--- src/rtl/dic_pkg.sv ---
package dic_pkg;

    localparam int NBANK  = 2;
    localparam int SEL_W  = 3;

    typedef enum logic [SEL_W-1:0] {
        RG_MODE = 3'd0,
        RG_POL  = 3'd1,
        RG_EN   = 3'd2,
        RG_CLR  = 3'd3,
        RG_RAW  = 3'd4,
        RG_MSK  = 3'd5
    } reg_sel_e;

endpackage

--- src/rtl/dic_sync.sv ---
module dic_sync #(
    parameter int W = 32
) (
    input  logic         clk,
    input  logic         rst_n,
    input  logic [W-1:0] async_i,
    output logic [W-1:0] sync_o
);

    typedef struct packed {
        logic [W-1:0] stage1;
        logic [W-1:0] stage2;
    } sync_t;

    sync_t sy_d, sy_q;

    always_comb begin
        sy_d        = sy_q;
        sy_d.stage1 = async_i;
        sy_d.stage2 = sy_q.stage1;
    end

    always_ff @(posedge clk or negedge rst_n) begin
        if (!rst_n) sy_q <= '0;
        else        sy_q <= sy_d;
    end

    assign sync_o = sy_q.stage2;

endmodule

--- src/rtl/dic_bank.sv ---
module dic_bank
    import dic_pkg::*;
#(
    parameter int NSRC = 32
) (
    input  logic            clk,
    input  logic            rst_n,
    input  logic [NSRC-1:0] src_i,
    input  logic            wr_i,
    input  reg_sel_e        sel_i,
    input  logic [NSRC-1:0] wdata_i,
    output logic [NSRC-1:0] rd_o,
    output logic [NSRC-1:0] raw_o,
    output logic [NSRC-1:0] masked_o,
    output logic [NSRC-1:0] mode_o,
    output logic            irq_o
);

    typedef struct packed {
        logic [NSRC-1:0] mode;
        logic [NSRC-1:0] pol;
        logic [NSRC-1:0] en;
        logic [NSRC-1:0] pend;
        logic [NSRC-1:0] prev;
        logic            irq;
    } bank_t;

    bank_t st_d, st_q;

    logic [NSRC-1:0] act;
    logic [NSRC-1:0] rise;
    logic [NSRC-1:0] clr;
    logic [NSRC-1:0] raw;
    logic [NSRC-1:0] masked;

    always_comb begin
        st_d = st_q;
        clr  = '0;

        // polarity correction and edge detection
        act  = src_i ^ st_q.pol;
        rise = act & ~st_q.prev;

        // register writes
        if (wr_i) begin
            case (sel_i)
                RG_MODE: st_d.mode = wdata_i;
                RG_POL:  st_d.pol  = wdata_i;
                RG_EN:   st_d.en   = wdata_i;
                RG_CLR:  clr       = wdata_i;
                default: ;
            endcase
        end

        // status: edge sources use the sticky bit, level sources the input
        raw    = (st_q.mode & st_q.pend) | (~st_q.mode & act);
        masked = raw & st_q.en;

        // a fresh edge overrides a clear in the same cycle
        st_d.prev = act;
        st_d.pend = ((st_q.pend & ~clr) | rise) & st_q.mode;
        st_d.irq  = |masked;

        // read mux
        case (sel_i)
            RG_MODE: rd_o = st_q.mode;
            RG_POL:  rd_o = st_q.pol;
            RG_EN:   rd_o = st_q.en;
            RG_RAW:  rd_o = raw;
            RG_MSK:  rd_o = masked;
            default: rd_o = '0;
        endcase
    end

    always_ff @(posedge clk or negedge rst_n) begin
        if (!rst_n) st_q <= '0;
        else        st_q <= st_d;
    end

    assign raw_o    = raw;
    assign masked_o = masked;
    assign mode_o   = st_q.mode;
    assign irq_o    = st_q.irq;

endmodule

--- src/rtl/dual_irq_ctrl.sv ---
module dual_irq_ctrl
    import dic_pkg::*;
#(
    parameter int NSRC   = 32,
    parameter int ADDR_W = 4
) (
    input  logic              clk,
    input  logic              rst_n,
    input  logic [NSRC-1:0]   src_i,
    input  logic              wr_en_i,
    input  logic              rd_en_i,
    input  logic [ADDR_W-1:0] addr_i,
    input  logic [NSRC-1:0]   wdata_i,
    output logic [NSRC-1:0]   rdata_o,
    output logic              irq_norm_o,
    output logic              irq_fast_o
);

    localparam int BANK_BIT = ADDR_W - 1;

    typedef struct packed {
        logic [NSRC-1:0] rdata;
    } top_t;

    top_t tp_d, tp_q;

    logic [NSRC-1:0]  src_sync;
    reg_sel_e         sel;
    logic [NSRC-1:0]  bank_rd     [NBANK];
    logic [NSRC-1:0]  bank_raw    [NBANK];
    logic [NSRC-1:0]  bank_masked [NBANK];
    logic [NSRC-1:0]  bank_mode   [NBANK];
    logic [NBANK-1:0] bank_irq;

    assign sel = reg_sel_e'(addr_i[SEL_W-1:0]);

    dic_sync #(.W(NSRC)) u_sync (
        .clk     (clk),
        .rst_n   (rst_n),
        .async_i (src_i),
        .sync_o  (src_sync)
    );

    for (genvar gb = 0; gb < NBANK; gb++) begin : g_bank
        logic bank_wr;
        assign bank_wr = wr_en_i && (int'(addr_i[BANK_BIT]) == gb);

        dic_bank #(.NSRC(NSRC)) u_bank (
            .clk      (clk),
            .rst_n    (rst_n),
            .src_i    (src_sync),
            .wr_i     (bank_wr),
            .sel_i    (sel),
            .wdata_i  (wdata_i),
            .rd_o     (bank_rd[gb]),
            .raw_o    (bank_raw[gb]),
            .masked_o (bank_masked[gb]),
            .mode_o   (bank_mode[gb]),
            .irq_o    (bank_irq[gb])
        );
    end

    always_comb begin
        tp_d = tp_q;
        if (rd_en_i) tp_d.rdata = bank_rd[addr_i[BANK_BIT]];
        else         tp_d.rdata = '0;
    end

    always_ff @(posedge clk or negedge rst_n) begin
        if (!rst_n) tp_q <= '0;
        else        tp_q <= tp_d;
    end

    assign rdata_o    = tp_q.rdata;
    assign irq_norm_o = bank_irq[0];
    assign irq_fast_o = bank_irq[1];

endmodule

--- config.mk ---
export PLATFORM = sky130hd
export DESIGN_NAME = dual_irq_ctrl
export DESIGN_NICKNAME = d
export VERILOG_FILES = /design/src/rtl/dic_pkg.sv /design/src/rtl/dic_sync.sv /design/src/rtl/dic_bank.sv /design/src/rtl/dual_irq_ctrl.sv
export SDC_FILE = /design/constraint.sdc
export NUM_CORES = 1
export LEC_CHECK = 0
export ABC_CLOCK_PERIOD_IN_PS = 1800
export BUFFER_PORTS_ARGS = -buffer_cell sky130_fd_sc_hd__buf_2
export CAP_MARGIN = 20
export CORE_ASPECT_RATIO = 2
export CORE_MARGIN = 2
export CORE_UTILIZATION = 60
export DETAILED_ROUTE_END_ITERATION = 8
export PLACE_DENSITY = 0.91
export SKIP_LAST_GASP = 1
export SYNTH_ARGS = -nofsm -noshare
export SYNTH_HDL_FRONTEND = slang
export SYNTH_SLANG_ARGS = --single-unit
--- constraint.sdc ---
create_clock -name clk -period 1.8 [get_ports clk]
set_input_delay 0.27 -clock clk [delete_from_list [all_inputs] [get_ports clk]]
set_output_delay 0.27 -clock clk [all_outputs]
set_load 0.01 [all_outputs]
==> impl_metrics.toml <==
[clocking]
clock_latency_ns = 0.56
cts_tree = "built"
path_clk_slew_ns = 0.07
cts-htree-levels = 2
cts_root_buffer = "clkbuf_16"
clkSinkCount = 418
clockBufferDepth = 3
cts_buffers = 36

[job]
max_cap_violations = 0

[worst_setup_path]
cp_cell_sequence = "xor2_1, o211ai_1, o2111ai_2, a2111oi_2, buf_4, nand3_1"
arrival_ns = 2.46
regToRegSetupSlack_ns = -0.24
cp-end-kind = "flop"
crit_type = "flop to flop"
slowest_stage = "o211ai_1"
crit_fanout = 4
start_kind = "flop"
max_stage_delay_ns = 0.57
cp.required_ns = 2.22

[routing]
via_per_inst = 6.969
wl_met2_um = 27310
met1Wirelength_um = 18590
wirelength_um = 58500
drc = 0
ant_nets = 0
drt-initial-drc-count = 1973
routedWlPerCell_um = 27.50
via_count = 14820
wl_met3_um = 6287
top_layer_used = "met4"
first_pass_iters = 6

[timing]
finalSetupViolCount = 2
finalMaxSlewViolations = 0
fin_setup_tns_ns = -0.3949
fmaxAchievable_mhz = 491.2
skew_ns = 0.02270
worst_pin_slew_ns = 0.6683
period_minus_slack_ns = 2.036
layout_setup_ws_ns = -0.2357
hold_slack_ns = 0.02731
period_share = 1.131
slew_headroom = 0.5525
timing.final.hold_violations = 0
rsz0062_at_grt = "yes"

[status]
status = "finished, violations left"
violations = "setup timing"

[logic_synthesis]
ys.flop_type = "dfrtp_1"
seq_area_frac_synth = 0.5742
ys_ff_latch = 418
synth_common_cells = "418 x dfrtp_1, 178 x mux2_2, 106 x nor2b_1, 94 x nand2_1, 87 x a21oi_1"
syn_area_mm2 = 0.01822
synth_area_leader_cell = "dfrtp_1"
synth.top_cell.area_share = 0.5742
synthArstFlopShare = 1.000
synth.net_count = 1579
synth_cell_type_count = 40
synth.avg_cell_area_um2 = 12.09
synth-edff-count = 0
yosys-top-cells-area = "dfrtp_1 57%, mux2_2 11%, nor2b_1 3.6%"
synth_most_common_cell = "dfrtp_1"
synth_warnings = 0
synthCells = 1507

[grt]
grt_max_degree = 57
grt_pass1_vias = 15840
grt_first_pass_wirelength_um = 89110
grt_use_total = 0.3652
antenna_found_initial = 4
gr-total-overflow = 0

[pwr]
pwr_density_cell_mw_per_mm2 = 1256
power.leakage_nw = 9.490
finalPower_mw = 27.55
max-vdd-ir-drop_mv = 0.9060

[placed_design]
dp_hpwl_um = 34850
gp_congestion = 0.9486
io_buffer_count = 105
dpl_cell_area_mm2 = 0.02018

[floorplanning]
die_w_um = 127.2
core_mm2 = 0.03007
die_area_mm2 = 0.03186
pin_count = 106
dieHeight_um = 250.4
fp-row-count = 90
start_util = 0.6059

[final_layout]
drive_gt1_frac = 0.2798
fillers = 1694
multi_input_area_mm2 = 0.007491
seq_area_mm2 = 0.01046
area_growth_pct = 20.37
final_nets = 1799
design_area_mm2 = 0.02193

[worst_hold_path]
hold_path.class = "input port to flop"
## metal layers
metal / vias to the layer above / GRT usage
li1: 5911 / -
met2: 1188 / 0.5785
met3: 473 / 0.09099
met1: 7251 / 0.4067
met5: - / 0
met4: 0 / 0.3168
## cell families (layout without fill, tap and decap cells)
family / Yosys count / after routing / synth area share
buffers and inverters: 97 / 345 / 0.02260
AO/OA/AOI/OAI: 421 / 421 / 0.1613
XOR/XNOR: 64 / 64 / 0.03077
other: 0 / 4 / 0
AND/OR/NAND/NOR: 314 / 314 / 0.09279
multiplexers: 193 / 193 / 0.1184
flip-flops: 418 / 418 / 0.5742
## worst max-delay path, delay by kind of cell (launching register included)
family	cells	cell delay, ns
buffers and inverters	1	0.17
AND/OR/NAND/NOR	1	0.06
AO/OA/AOI/OAI	3	1.06
XOR/XNOR	1	0.21
flip-flops	1	0.41
## placed cells by master, fill, tap and decap left out, types with 5 or more instances in the layout
| master | count |
|---|---|
| dfrtp_1 | 417 |
| inv_1 | 20 |
| a21oi_1 | 87 |
| buf_2 | 104 |
| o221ai_1 | 31 |
| clkbuf_16 | 37 |
| dlygate4sd3_1 | 33 |
| a211oi_1 | 5 |
| buf_12 | 29 |
| a221oi_1 | 16 |
| nand2_1 | 93 |
| nor2b_1 | 101 |
| nor2_1 | 16 |
| mux2_2 | 178 |
| xor2_1 | 61 |
| nand4_1 | 5 |
| buf_4 | 90 |
| clkbuf_8 | 13 |
| a41o_1 | 8 |
| a22oi_1 | 56 |
| a21boi_0 | 32 |
| a311oi_1 | 22 |
| mux2i_1 | 11 |
| o2111ai_1 | 5 |
| o211ai_1 | 63 |
| o21a_1 | 33 |
| o21ai_0 | 48 |
| nand2b_1 | 79 |
## repair_timing
item                                   in CTS  in global routing
pin swaps                                   7                  9
setup endpoints to repair                   4                  7
endpoints found under the hold margin      75                  0
setup buffers                               2                  1
gates resized for setup                    10                  9
hold buffers                               33                  0
## sequential cells by signal, indices dropped and copies added (netlist names)
| name | cells |
|---|---|
| g_bank.u_bank.irq_o | 2 |
| g_bank.u_bank.mode_o | 64 |
| g_bank.u_bank.st_q | 256 |
| rdata_o | 32 |
| u_sync.sy_d | 32 |
| u_sync.sync_o | 32 |
## power breakdown
group | total (mW) | internal (mW) | leakage (nW) | switching [mW]
combinational | 6.04 | 2.75 | 3.70 | 3.29
sequential | 12.9 | 11.2 | 5.15 | 1.69
clock | 8.58 | 4.91 | 0.639 | 3.67
total | 27.5 | 18.9 | 9.49 | 8.65
## through the flow
step | utilization | setup WS, ns | cells
2_1_floorplan | - | 0.09065 | 1507
3_3_place_gp | 0.6711 | -0.1543 | 2021
3_5_place_dp | 0.6711 | -0.2214 | 2021
4_1_cts | 0.7272 | -0.1403 | 2121
5_1_grt | 0.7293 | -0.2694 | 2127
6_report | 0.7293 | -0.2357 | 2127
## worst paths after layout
kind,from,cells after the start,to
max in group asynchronous,rst_n,3,g_bank[1].u_bank.st_q[6]$_DFF_PN0_
setup reg to reg,u_sync.sync_o[26]$_DFF_PN0_,6,g_bank[0].u_bank.irq_o$_DFF_PN0_
setup / recovery,u_sync.sync_o[26]$_DFF_PN0_,6,g_bank[0].u_bank.irq_o$_DFF_PN0_
min in group asynchronous,rst_n,2,rdata_o[17]$_DFF_PN0_
hold reg to reg,u_sync.sy_d[0]$_DFF_PN0_,0,u_sync.sync_o[0]$_DFF_PN0_
hold / removal,wdata_i[14],3,g_bank[1].u_bank.st_q[79]$_DFFE_PN0P_
## cell type report
| class | count | area share |
|---|---|---|
| diodes | 4 | 0.0004565 |
| clock buffers | 53 | 0.05090 |
| clock inverters | 13 | 0.008273 |
| inverters | 21 | 0.003595 |
| multi-input cells | 992 | 0.3416 |
| flip-flops and latches | 418 | 0.4771 |
| well taps | 368 | 0.02100 |
| repair buffers | 258 | 0.09711 |
Note: power is estimated with default switching activity, not from simulation.
